<file path="src/rtl/burst_addr_pkg.sv">
package burst_addr_pkg;

    typedef enum logic [1:0] {
        OP_HOLD = 2'd0,
        OP_LOAD = 2'd1,
        OP_STEP = 2'd2
    } burst_op_e;

endpackage

</file>
<file path="src/rtl/burst_cmd_arb.sv">
module burst_cmd_arb
    import burst_addr_pkg::*;
(
    input  logic      load_a,
    input  logic      load_b,
    input  logic      advance,
    output burst_op_e op
);

    // A strobe always wins over advance.
    always_comb begin
        if (load_a || load_b) begin
            op = OP_LOAD;
        end else if (advance) begin
            op = OP_STEP;
        end else begin
            op = OP_HOLD;
        end
    end

endmodule

</file>
<file path="src/rtl/burst_order_step.sv">
module burst_order_step #(
    parameter int BW = 2
) (
    input  logic [BW-1:0] start,
    input  logic [BW-1:0] beat_nx,
    input  logic          linear,
    output logic [BW-1:0] low
);

    logic [BW-1:0] lin_low;
    logic [BW-1:0] ilv_low;

    // Linear order: modular add, which wraps inside the aligned group.
    assign lin_low = start + beat_nx;

    // Interleaved order: bitwise XOR, built one bit at a time.
    for (genvar i = 0; i < BW; i++) begin : g_ilv
        assign ilv_low[i] = start[i] ^ beat_nx[i];
    end

    assign low = linear ? lin_low : ilv_low;

endmodule

</file>
<file path="src/rtl/burst_addr_gen.sv">
module burst_addr_gen
    import burst_addr_pkg::*;
#(
    parameter int ADDR_W = 15,
    parameter int BW     = 2
) (
    input  logic              clk,
    input  logic              rst_n,
    input  logic              load_a,
    input  logic              load_b,
    input  logic              advance,
    input  logic              order_lin,
    input  logic [ADDR_W-1:0] ext_addr,
    output logic [ADDR_W-1:0] mem_addr,
    output logic [BW-1:0]     beat
);

    localparam int UP_W = ADDR_W - BW;

    typedef struct packed {
        logic [UP_W-1:0] upper;
        logic [BW-1:0]   start;
        logic [BW-1:0]   beat;
        logic [BW-1:0]   low;
    } gen_state_t;

    gen_state_t st_d;
    gen_state_t st_q;
    burst_op_e  op;
    logic [BW-1:0] beat_nx;
    logic [BW-1:0] step_low;

    burst_cmd_arb u_arb (
        .load_a  (load_a),
        .load_b  (load_b),
        .advance (advance),
        .op      (op)
    );

    assign beat_nx = st_q.beat + BW'(1);

    burst_order_step #(.BW(BW)) u_step (
        .start   (st_q.start),
        .beat_nx (beat_nx),
        .linear  (order_lin),
        .low     (step_low)
    );

    always_comb begin
        st_d = st_q;
        unique case (op)
            OP_LOAD: begin
                st_d.upper = ext_addr[ADDR_W-1:BW];
                st_d.start = ext_addr[BW-1:0];
                st_d.low   = ext_addr[BW-1:0];
                st_d.beat  = '0;
            end
            OP_STEP: begin
                st_d.beat = beat_nx;
                st_d.low  = step_low;
            end
            default: begin
                st_d = st_q;
            end
        endcase
    end

    always_ff @(posedge clk or negedge rst_n) begin
        if (!rst_n) begin
            st_q <= '0;
        end else begin
            st_q <= st_d;
        end
    end

    assign mem_addr = {st_q.upper, st_q.low};
    assign beat     = st_q.beat;

    AST_RESET_ZERO: assert property (@(posedge clk)
        !rst_n |-> (mem_addr == '0 && beat == '0));

    AST_LOAD_CAPTURE: assert property (@(posedge clk) disable iff (!rst_n)
        (load_a || load_b) |=> (mem_addr == $past(ext_addr) && beat == '0));

    AST_BEAT_STEP: assert property (@(posedge clk) disable iff (!rst_n)
        (!load_a && !load_b && advance) |=> beat == BW'($past(beat) + BW'(1)));

    AST_UPPER_HELD: assert property (@(posedge clk) disable iff (!rst_n)
        (!load_a && !load_b) |=> $stable(mem_addr[ADDR_W-1:BW]));

    AST_IDLE_HOLD: assert property (@(posedge clk) disable iff (!rst_n)
        (!load_a && !load_b && !advance) |=> ($stable(mem_addr) && $stable(beat)));

endmodule

</file>
<file path="config.mk">
export PLATFORM = sky130hd
export DESIGN_NAME = burst_addr_gen
export DESIGN_NICKNAME = d
export VERILOG_FILES = /design/src/rtl/burst_addr_pkg.sv /design/src/rtl/burst_cmd_arb.sv /design/src/rtl/burst_order_step.sv /design/src/rtl/burst_addr_gen.sv
export SDC_FILE = /design/constraint.sdc
export NUM_CORES = 1
export LEC_CHECK = 0
export BUFFER_PORTS_ARGS = -buffer_cell sky130_fd_sc_hd__buf_2
export CORE_UTILIZATION = 46
export DETAILED_ROUTE_END_ITERATION = 10
export PLACE_DENSITY = 0.85
export RECOVER_POWER = 100
export SYNTH_ARGS = -nofsm -noshare
export SYNTH_HDL_FRONTEND = slang
export SYNTH_SLANG_ARGS = --single-unit
</file>
<file path="constraint.sdc">
create_clock -name clk -period 2.1 [get_ports clk]
set_input_delay 0.105 -clock clk [delete_from_list [all_inputs] [get_ports clk]]
set_output_delay 0.105 -clock clk [all_outputs]
set_load 0.02 [all_outputs]
</file>
== After elaboration in Yosys (flattened, before gate mapping) ==
Cells that the tools add are included.
Widths: inputs -> output; s select.

* Output and inout port bits: 17
* Word-level logic and storage cells: 16
* Register bits after elaboration: 19

* Reduce and logical (&&, ||, !) cells: 2
* Add/sub/neg operators: 2
* Equality and inequality tests: 2
* Bitwise gates (word level): 2
* Multiplexer cells: 4

{| class="wikitable"
|+ Operators by type and width
! operator !! count
|-
| $pmux 4 s2 || 1
|-
| $mux 2 || 3
|-
| $add 2x1->2 const B || 1
|-
| $add 2x2->2 || 1
|-
| $eq 2x1->1 const B || 1
|-
| $eq 2x2->1 const B || 1
|-
| $reduce_bool 2->1 || 1
|-
| $xor 1x1->1 || 2
|-
| $logic_or 1x1->1 || 1
|}

== Depth between registers and ports, before layout ==
Gate-level depths: netlist (run 1).

* Word-level depth: 4
* Depth in mapped cells: 5

== Modules after synthesis ==
Synthesis (run 1) repeated with hierarchy kept, for this count alone.

* Cell total of the unflattened synthesis: 78
* Area total of the unflattened synthesis: 1012.2 µm²

{| class="wikitable"
|+ Modules (own cells, without submodules)
! module !! cells each !! times used !! area each (µm²)
|-
| burst_addr_gen || 72 || 1 || 964.7
|-
| burst_order_step || 4 || 1 || 33.8
|-
| burst_cmd_arb || 2 || 1 || 13.8
|}

== Worst setup path before layout (run 1) ==
Ideal clock, no wire load.

* Path type: reg2reg
* From: register st_q (netlist bit beat[0])
* To: register st_q (netlist bit mem_addr[1])
* Arrival: 1.369 ns
* Library setup time: 0.131 ns
* Stages on the path, launching flop included: 6
* Slack: 0.600 ns
* Period minus slack after synthesis: 1.500 ns
* Buffers on the path: 0
* Cell sequence: dfrtp_1 > inv_1 > ha_1 > and3b_1 > o2111a_1 > or3_1

* Word-level cells in the longest chain between the ends: 4
* Elaborated cells between the ends (all ways): 5
* Those cells by class: add/sub (2); mux (2); bitwise (1)

{| class="wikitable"
|+ RTL lines
! item !! RTL line !! text
|-
| from (decl) || burst_addr_gen.sv:28 || <nowiki>gen_state_t st_q;</nowiki>
|-
| from (signal assigned) || burst_addr_gen.sv:72 || <nowiki>st_q <= st_d;</nowiki>
|-
| $add 2x1->2 * || burst_addr_gen.sv:40 || <nowiki>assign beat_nx = st_q.beat + BW'(1);</nowiki>
|-
| $add 2x2->2 or $xor 1x1->1 (tied branches) || burst_order_step.sv:14, burst_order_step.sv:18 ||
|-
| $mux 2 * || burst_order_step.sv:21 || <nowiki>assign low = linear ? lin_low : ilv_low;</nowiki>
|-
| $pmux 4 s2 * || burst_addr_gen.sv:51 || <nowiki>unique case (op)</nowiki>
|}

Mark *: on every way between the ends. The rest lies on a longest branch, timed or not.
A chain may end at the register's enable or synchronous reset.

== Worst setup path after layout (run 1) ==
Same ends and word-level chain as after synthesis.

==> summary.md, run 1 <==
| Metric | Value |
|---|---|
| Clk_lat worst skew | `0.29 ns` |
| Vias in the first global route | `631` |
| Crit path max fanout | `6` |
| Final WS setup | `0.513 ns` |
| Run status | `complete, no violations` |
| Antenna Cells | `0` |
| Worst vdd ir | `0.380 mV` |
| Post-CTS Repair Setup Buffers | `0` |
| First-pass GRT wire length | `2.61 mm` |
| Root Buffer | `clkbuf_4` |
| Layout cells sized above 1 | `17.6%` |
| CTS Hold Bufs | `5` |
| Post-Synthesis Cell Area | `925 sq um` |
| Starting Density | `51.3%` |
| # rows | `15` |
| Ys Warns | `0` |
| DR DRC count | `0` |
| Detailed Place HPWL | `1.23 mm` |
| RSZ-0062 raised after global routing | `no` |
| Least-Margin Pin Slew | `0.988 ns` |
| CP Launch Type | `register` |
| Initial DRT Pass Iterations | `4` |
| Share of the yosys chip area belonging to registers | `51.4%` |
| Io pins | `38` |
| P&R area growth vs syn | `14.3%` |
| Final period utilization | `75.6%` |
| GR Util All Layers | `17.5%` |
| Mean post-synth cell area | `8.89 sq um` |
| Largest net degree at the start of global routing | `20` |
| DRT iter0 DRCs | `13` |
| Initial antenna violation count | `0` |
| Number of distinct library cells after synthesis | `20` |
| Core area | `0.00180 sq mm` |
| Fill count | `190` |
| Num CTS Buffers | `3` |
| Total global routing overflow | `0` |
| Leak | `0.545 nW` |
| Post-DR vias/cell | `4.61` |
| FMAX | `630 MHz` |
| Max Cap Viol | `0` |
| Post-Syn Nets | `126` |
| DRT Wirelength | `1.74 mm` |
| Yosys reg bits | `19` |
| Routability cong. | `0.734` |
| IO buf count | `37` |
| Setup TNS | `0 ns` |
| WP data arrival | `1.77 ns` |
| Clk buf depth | `2` |
| Die height | `46.8 um` |
| Die X | `46.8 um` |
| Via count | `719` |
| Pwr per Cell Area | `693 mW/mm^2` |
| Post-DR wirelength/cell | `11.1 um` |
| Type of element capturing the critical path | `register` |
| Max-slew headroom | `34.2%` |
| Final Hold Viols | `0` |
| Final Max Tran Viols | `0` |
| Post-DRT Antenna Nets | `0` |
| Cells after Synth | `104` |
| # nets final | `154` |
| Critical Path RT | `2.28 ns` |
| Clock net sink count | `19` |
| Reg clk slew, reported paths | `0.10 ns` |
| Post-route clock skew | `0.000762 ns` |
| H-tree depth | `1` |
| Min Tclk post-route | `1.59 ns` |
| Final setup vio count | `0` |
| Pre-CTS WS | `0.504 ns` |
| Setup Crit Path Kind | `register to register` |
| CTS tree | `built` |
| Die ar. | `0.00219 sq mm` |
| HP Class | `primary input to register` |
| CTS resizes | `0` |
## cell type report
| cell class | count | area [sq um] | area share [%] |
|---|---|---|---|
| inverters | 1 | 3.75 | 0.355 |
| multi-input cells | 64 | 305 | 28.9 |
| well taps | 25 | 31.3 | 2.96 |
| repair buffers | 43 | 215 | 20.4 |
| clock buffers | 4 | 26.3 | 2.49 |
| flip-flops and latches | 19 | 475 | 45.0 |
## registers in the layout (all words and copies together), names as in the netlist
register / count
beat: 2
st_q: 2
mem_addr: 15
## layer usage
| layer | vias up | GRT usage (%) | routed length (um) |
|---|---|---|---|
| li1 | 359 | - | - |
| met1 | 330 | 18.3 | 743 |
| met2 | 26 | 32.2 | 884 |
| met3 | 4 | 3.46 | 73 |
| met4 | 0 | 10.3 | 38 |
| met5 | - | 0 | 0 |
## cell usage after synthesis
cell type	number	share of area, %
xor2_1	1	0.95
mux2i_1	1	1.1
dfrtp_1	19	51
nor4_1	1	0.68
buf_4	17	14
ha_1	1	1.4
o2111a_1	1	1.2
nand2b_1	1	0.68
or2_2	1	0.68
or3_1	1	0.68
clkbuf_1	2	0.81
a21boi_0	1	0.81
o21ai_0	3	1.6
buf_2	1	0.54
nor2_1	3	1.2
xnor2_1	2	1.9
nand2_1	45	18
or3b_2	1	0.95
and3b_1	1	0.95
inv_1	1	0.41
## critical path, cell delays in order (launching register included)
cell      delay, ns
dfrtp_1        0.44
inv_1          0.06
ha_1           0.20
and3b_1        0.18
o2111a_1       0.23
or3_1          0.36
## cell families after synthesis
group | synth area share [%]
multiplexers | 1.08
buffers and inverters | 15.6
adder cells (fa/ha/maj) | 1.35
AND/OR/NAND/NOR | 24.1
AO/OA/AOI/OAI | 3.65
flip-flops | 51.4
XOR/XNOR | 2.84
## report_power, final
part | total [W] | internal [W] | switching (W)
clock | 0.000182 | 0.0000739 | 0.000108
combinational | 0.000140 | 0.0000512 | 0.0000890
sequential | 0.000410 | 0.000394 | 0.0000161
total | 0.000733 | 0.000520 | 0.000214
## per-stage QoR
step	power, W	hold WS (ns)	instance area (sq um)	util [%]	std cells
detailed placement	0.000560	0.0632	1010	56.0	147
CTS	0.000749	0.00186	1080	60.2	156
global route	0.000769	0.00675	1060	58.7	156
global placement	0.000554	0.0554	1010	56.0	147
finish	0.000733	0.00625	1060	58.7	156
floorplan	0.000532	-0.191	925	-	104
## path summary, 6_finish.rpt
kind	from	end	slack, ns	cells past startpoint
worst max-delay path	beat[0]	mem_addr[1]	0.51	5
worst min-delay path	ext_addr[10]	mem_addr[10]	0.006	3
worst max register to register	beat[0]	mem_addr[1]	0.51	5
worst min register to register	mem_addr[3]	mem_addr[3]	0.47	2
max in group asynchronous	rst_n	mem_addr[14]	1.02	2
min in group asynchronous	rst_n	mem_addr[6]	0.49	2
## cell usage in the layout, fill, tap and decap left out
master	netlist	final
a21boi_0	1	1
and3b_1	1	1
buf_2	1	18
clkbuf_1	2	21
clkbuf_4	0	3
dfrtp_1	19	19
dlygate4sd3_1	0	5
ha_1	1	1
inv_1	1	1
mux2i_1	1	1
nand2_1	45	45
nand2b_1	1	1
nor2_1	3	3
nor4_1	1	1
o2111a_1	1	1
o21ai_0	3	3
or2_2	1	1
or3_1	1	1
or3b_2	1	1
xnor2_1	2	2
xor2_1	1	1
(Power assumes the default switching activity.)
==> run 2: changes to the inputs <==
Settings changed: CORE_UTILIZATION 46 to 42, PLACE_DENSITY 0.85 to 0.82.
Clock period 2.1 ns to 1.35 ns, I/O delays scaled along.
==> summary.md, run 2 (synthesized netlist as in run 1, its figures left out) <==
| Metric | Value |
|---|---|
| Final setup vio count | `1` |
| Clk_lat worst skew | `0.30 ns` |
| Switch share | `29.5%` |
| Starting Density | `45.7%` |
| Clk buf depth | `2` |
| Post-route clock skew | `0.00989 ns` |
| Setup Crit Path Kind | `register to register` |
| Failing checks | `negative setup slack` |
| RSZ-0062 raised after global routing | `yes` |
| Type of element capturing the critical path | `register` |
| DP Area | `0.00104 sq mm` |
| Total global routing overflow | `0` |
| Num CTS Buffers | `3` |
| Commonest non-fill, non-tap cell in the layout | `nand2_1` |
| Root Buffer | `clkbuf_4` |
| Min Tclk post-route | `1.41 ns` |
| Post-DR wirelength/cell | `11.2 um` |
| P&R area growth vs syn | `29.1%` |
| Die height | `48.9 um` |
| First-pass GRT wire length | `3.24 mm` |
| Via count | `793` |
| Critical Path RT | `1.54 ns` |
| Vias in the first global route | `803` |
| H-tree depth | `1` |
| Final instance area | `0.00119 sq mm` |
| Run status | `finished with violations` |
| Commonest non-fill, non-tap cells in the layout | `nand2_1, clkbuf_1, dfrtp_1, buf_2, dlygate4sd3_1` |
| Reg2Reg Setup Slack | `-0.06 ns` |
| P_int | `0.000831 W` |
| Io pins | `38` |
| Max reg flops | `15` |
| Antenna Cells | `0` |
| DRT iter0 DRCs | `11` |
| Fill count | `202` |
| # rows | `16` |
| Initial antenna violation count | `0` |
| CP Launch Type | `register` |
| Post-DRT Antenna Nets | `0` |
| Largest net degree at the start of global routing | `20` |
| Final Hold Viols | `0` |
| Pre-CTS WS | `-0.0670 ns` |
| Reg clk slew, reported paths | `0.11 ns` |
| Clock power share | `24.3%` |
| Leak | `0.608 nW` |
| Comb power frac | `21.6%` |
| FMAX | `707 MHz` |
| Die ar. | `0.00239 sq mm` |
| Routability cong. | `0.740` |
| DR DRC count | `0` |
| Core area | `0.00202 sq mm` |
| Clock net sink count | `19` |
| Crit path max fanout | `2` |
| Initial DRT Pass Iterations | `3` |
| Net Switching | `0.000347 W` |
| IO buf count | `37` |
| Pwr per Cell Area | `987 mW/mm^2` |
| Layout cells sized above 1 | `19.3%` |
| WP data arrival | `1.60 ns` |
| CTS tree | `built` |
| Worst vdd ir | `0.694 mV` |
| Max Cap Viol | `0` |
| Post-DR vias/cell | `4.61` |
| Reg power frac | `54.2%` |
| Detailed Place HPWL | `1.32 mm` |
| Max-slew headroom | `36.5%` |
| Final period utilization | `105%` |
| GR Util All Layers | `17.9%` |
| Final Max Tran Viols | `0` |
| Least-Margin Pin Slew | `0.953 ns` |
| Total Power | `0.00118 W` |
| Final WS setup | `-0.0642 ns` |
| HP Class | `primary input to register` |
| # nets final | `168` |
| Die X | `48.9 um` |
| DRT Wirelength | `1.92 mm` |
-- run 2: cell count changes in the layout (fill, tap and decap cells not counted), sizes merged --
cell	delta
clkbuf	-1
buf	+4
clkinv	+1
dlygate4sd3	+10
-- run 2: stage by stage --
step	setup TNS, ns	utilization (%)	std cells	hold WS, ns
finish	-0.0642	59.0	172	0.0340
global route	-0.103	59.0	172	0.0675
CTS	-0.0763	60.4	172	0.0236
detailed placement	-0.0670	51.2	152	0.0276
global placement	-0.00180	51.2	152	0.0215
floorplan	-0.0567	-	104	-0.228
-- run 2: timing repair --
action | 4_1_cts | 5_1_grt
hold buffers | 15 | 0
gates cloned | 0 | 0
gates resized for setup | 0 | 1
setup buffers | 1 | 0
pin swaps | 0 | 1
setup endpoints to repair | 1 | 1
hold endpoints to repair | 34 | 0
-- run 2: layer usage --
layer	vias to the layer above	track usage, %	part of all wire [%]
met4	0	6.86	1.5
met1	374	18.0	39
met3	4	2.80	3.7
met2	24	36.1	56
li1	391	-	-
met5	-	0	0
-- run 2: area by class of cell --
cell class | count | area (sq um) | area share, %
clock buffer | 3 | 22.5 | 1.89
clock inverter | 1 | 5.00 | 0.419
inverter | 1 | 3.75 | 0.314
multi-input combinational | 64 | 308 | 25.8
sequential | 19 | 475 | 39.8
tap | 27 | 33.8 | 2.83
timing repair buffer | 57 | 345 | 28.9
-- run 2: power by group through the flow --
stage	Clock [W]	Combinational [W]	Sequential (W)
floorplan	0	0.000184	0.000645
global placement	0	0.000226	0.000644
detailed placement	0	0.000233	0.000648
CTS	0.000302	0.000269	0.000637
global route	0.000322	0.000283	0.000643
finish	0.000286	0.000254	0.000638
-- run 2: critical path: stages (launching register included) --
cell      delay [ns]
dfrtp_1         0.40
ha_2            0.19
and3b_1         0.17
o2111a_1        0.22
or3_1           0.31
-- run 2: path summary, 6_finish.rpt --
kind / startpoint / to / cells past startpoint
worst max-delay path: st_q[4] / mem_addr[1] / 4
worst min-delay path: ext_addr[1] / st_q[5] / 3
worst max register to register: st_q[4] / mem_addr[1] / 4
worst min register to register: mem_addr[12] / mem_addr[12] / 2
max in group asynchronous: rst_n / mem_addr[11] / 2
min in group asynchronous: rst_n / mem_addr[0] / 2
==> run 3: changes to the inputs <==
Settings changed: CORE_UTILIZATION 42 to 44, CTS_BUF_LIST from default to sky130_fd_sc_hd__clkbuf_8, PLACE_DENSITY 0.82 to 0.85.
==> summary.md, run 3 (synthesized netlist as in run 1, its figures left out) <==
| Metric | Value |
|---|---|
| DRT iter0 DRCs | `5` |
| Die ar. | `0.00229 sq mm` |
| Die height | `47.8 um` |
| First-pass GRT wire length | `2.46 mm` |
| Crit path max fanout | `2` |
| Num CTS Buffers | `3` |
| Final Max Tran Viols | `0` |
| # rows | `16` |
| WP data arrival | `1.51 ns` |
| CP Launch Type | `register` |
| Pwr per Cell Area | `1140 mW/mm^2` |
| Pre-CTS WS | `-0.0377 ns` |
| Via count | `721` |
| Type of element capturing the critical path | `register` |
| Vias in the first global route | `600` |
| Final setup vio count | `1` |
| Commonest non-fill, non-tap cells in the layout | `nand2_1, dfrtp_1, clkbuf_1, buf_2, dlygate4sd3_1` |
| P&R area growth vs syn | `19.6%` |
| Fin Hold WS | `0.00371 ns` |
| Layout cells sized above 1 | `20.9%` |
| Reg clk slew, reported paths | `0.07 ns` |
| Setup Crit Path Kind | `register to register` |
| Setup TNS | `-0.0219 ns` |
| CTS resizes | `0` |
| Top delay family on crit path | `simple AND/OR/NAND/NOR gates` |
| HP Class | `primary input to register` |
| Initial antenna violation count | `0` |
| Commonest non-fill, non-tap cell in the layout | `nand2_1` |
| Routability cong. | `0.720` |
| CP max stage cell | `dfrtp_1` |
| Max-slew headroom | `64.2%` |
| Run status | `finished with violations` |
| H-tree depth | `1` |
| DR DRC count | `0` |
| RSZ-0062 raised after global routing | `yes` |
| Post-DR wirelength/cell | `10.6 um` |
| Root Buffer | `clkbuf_8` |
| Io pins | `38` |
| CTS tree | `built` |
| Final WS setup | `-0.0219 ns` |
| Critical Path RT | `1.49 ns` |
| DP Area | `0.00103 sq mm` |
| Die X | `47.8 um` |
| Min Tclk post-route | `1.37 ns` |
| Total global routing overflow | `0` |
| Clk_lat worst skew | `0.26 ns` |
| GR Util All Layers | `16.3%` |
| FMAX | `729 MHz` |
| Detailed Place HPWL | `1.15 mm` |
| Largest net degree at the start of global routing | `20` |
| Bufs and invs on worst path | `1` |
| Final Hold Viols | `0` |
| IO buf count | `37` |
| Final instance area | `0.00111 sq mm` |
| Non-filler cells in the finished layout | `161` |
| Post-route clock skew | `0.00132 ns` |
| Multi-input logic area | `308 sq um` |
| Max reg flops | `15` |
| Register Area | `475 sq um` |
| Fill count | `201` |
| Clock net sink count | `19` |
| # nets final | `157` |
| Crit-path cells | `inv_1 > ha_2 > and3b_1 > o2111a_1 > or3_1` |
| Starting Density | `47.1%` |
| Post-DR vias/cell | `4.48` |
| Leak | `0.571 nW` |
| Final period utilization | `102%` |
| Post-DRT Antenna Nets | `0` |
| Worst path max stage delay | `0.34 ns` |
| Clk buf depth | `2` |
| Core area | `0.00196 sq mm` |
| DRT Wirelength | `1.71 mm` |
| DP Cell Count | `151` |
| Worst vdd ir | `0.646 mV` |
| Max Cap Viol | `0` |
| Failing checks | `negative setup slack` |
| Initial DRT Pass Iterations | `4` |
| Least-Margin Pin Slew | `0.537 ns` |
| Antenna Cells | `0` |
[run 3: cell count changes in the layout (fill, tap and decap cells not counted), sizes merged]
cell	previous run	this run
buf	22	21
dlygate4sd3	15	5
[run 3: final cells by class]
cell class                 count  share of cell area [%]
tap                           27                    3.05
multi-input combinational     64                    27.8
timing repair buffer          46                    21.6
clock inverter                 1                   0.452
sequential                    19                    43.0
clock buffer                   3                    3.73
inverter                       1                   0.339
[run 3: repair_timing]
| item | 4_1_cts | 5_1_grt |
|---|---|---|
| pin swaps | 2 | 0 |
| buffers inserted | 1 | 0 |
| hold endpoints to repair | 23 | 0 |
| hold buffers | 5 | 0 |
| endpoints found under the setup margin | 1 | 1 |
[run 3: through the flow]
stage	utilization (%)	power [W]
3_5_place_dp	52.4	0.000875
5_1_grt	56.4	0.00132
6_report	56.4	0.00126
3_3_place_gp	52.4	0.000867
4_1_cts	57.7	0.00129
2_1_floorplan	-	0.000829
[run 3: worst register-to-register path, cell delays in order (launching register included)]
cell	delay (ns)
dfrtp_1	0.34
inv_1	0.05
ha_2	0.18
and3b_1	0.17
o2111a_1	0.22
or3_1	0.30
[run 3: power by group]
group | internal [W] | total (W) | switching, W | leakage (nW)
logic | 0.0000866 | 0.000228 | 0.000141 | 0.315
clock network | 0.000205 | 0.000394 | 0.000189 | 0.0255
registers | 0.000614 | 0.000636 | 0.0000224 | 0.230
total | 0.000906 | 0.00126 | 0.000353 | 0.571
[run 3: worst paths after layout]
| path | start | to | slack, ns | cells past startpoint |
|---|---|---|---|---|
| min in group asynchronous | rst_n | mem_addr[5] | 0.31 | 2 |
| min | ext_addr[10] | mem_addr[10] | 0.004 | 3 |
| max reg2reg | beat[0] | mem_addr[1] | -0.02 | 5 |
| min reg2reg | mem_addr[13] | mem_addr[13] | 0.47 | 2 |
| max | beat[0] | mem_addr[1] | -0.02 | 5 |
| max in group asynchronous | rst_n | st_q[5] | 0.73 | 2 |
[run 3: per-layer routing]
| metal | share of wire (%) | GRT usage, % |
|---|---|---|
| met1 | 43 | 18.1 |
| met5 | 0 | 0 |
| met4 | 1.5 | 10.0 |
| met2 | 50 | 27.6 |
| met3 | 5.9 | 4.15 |
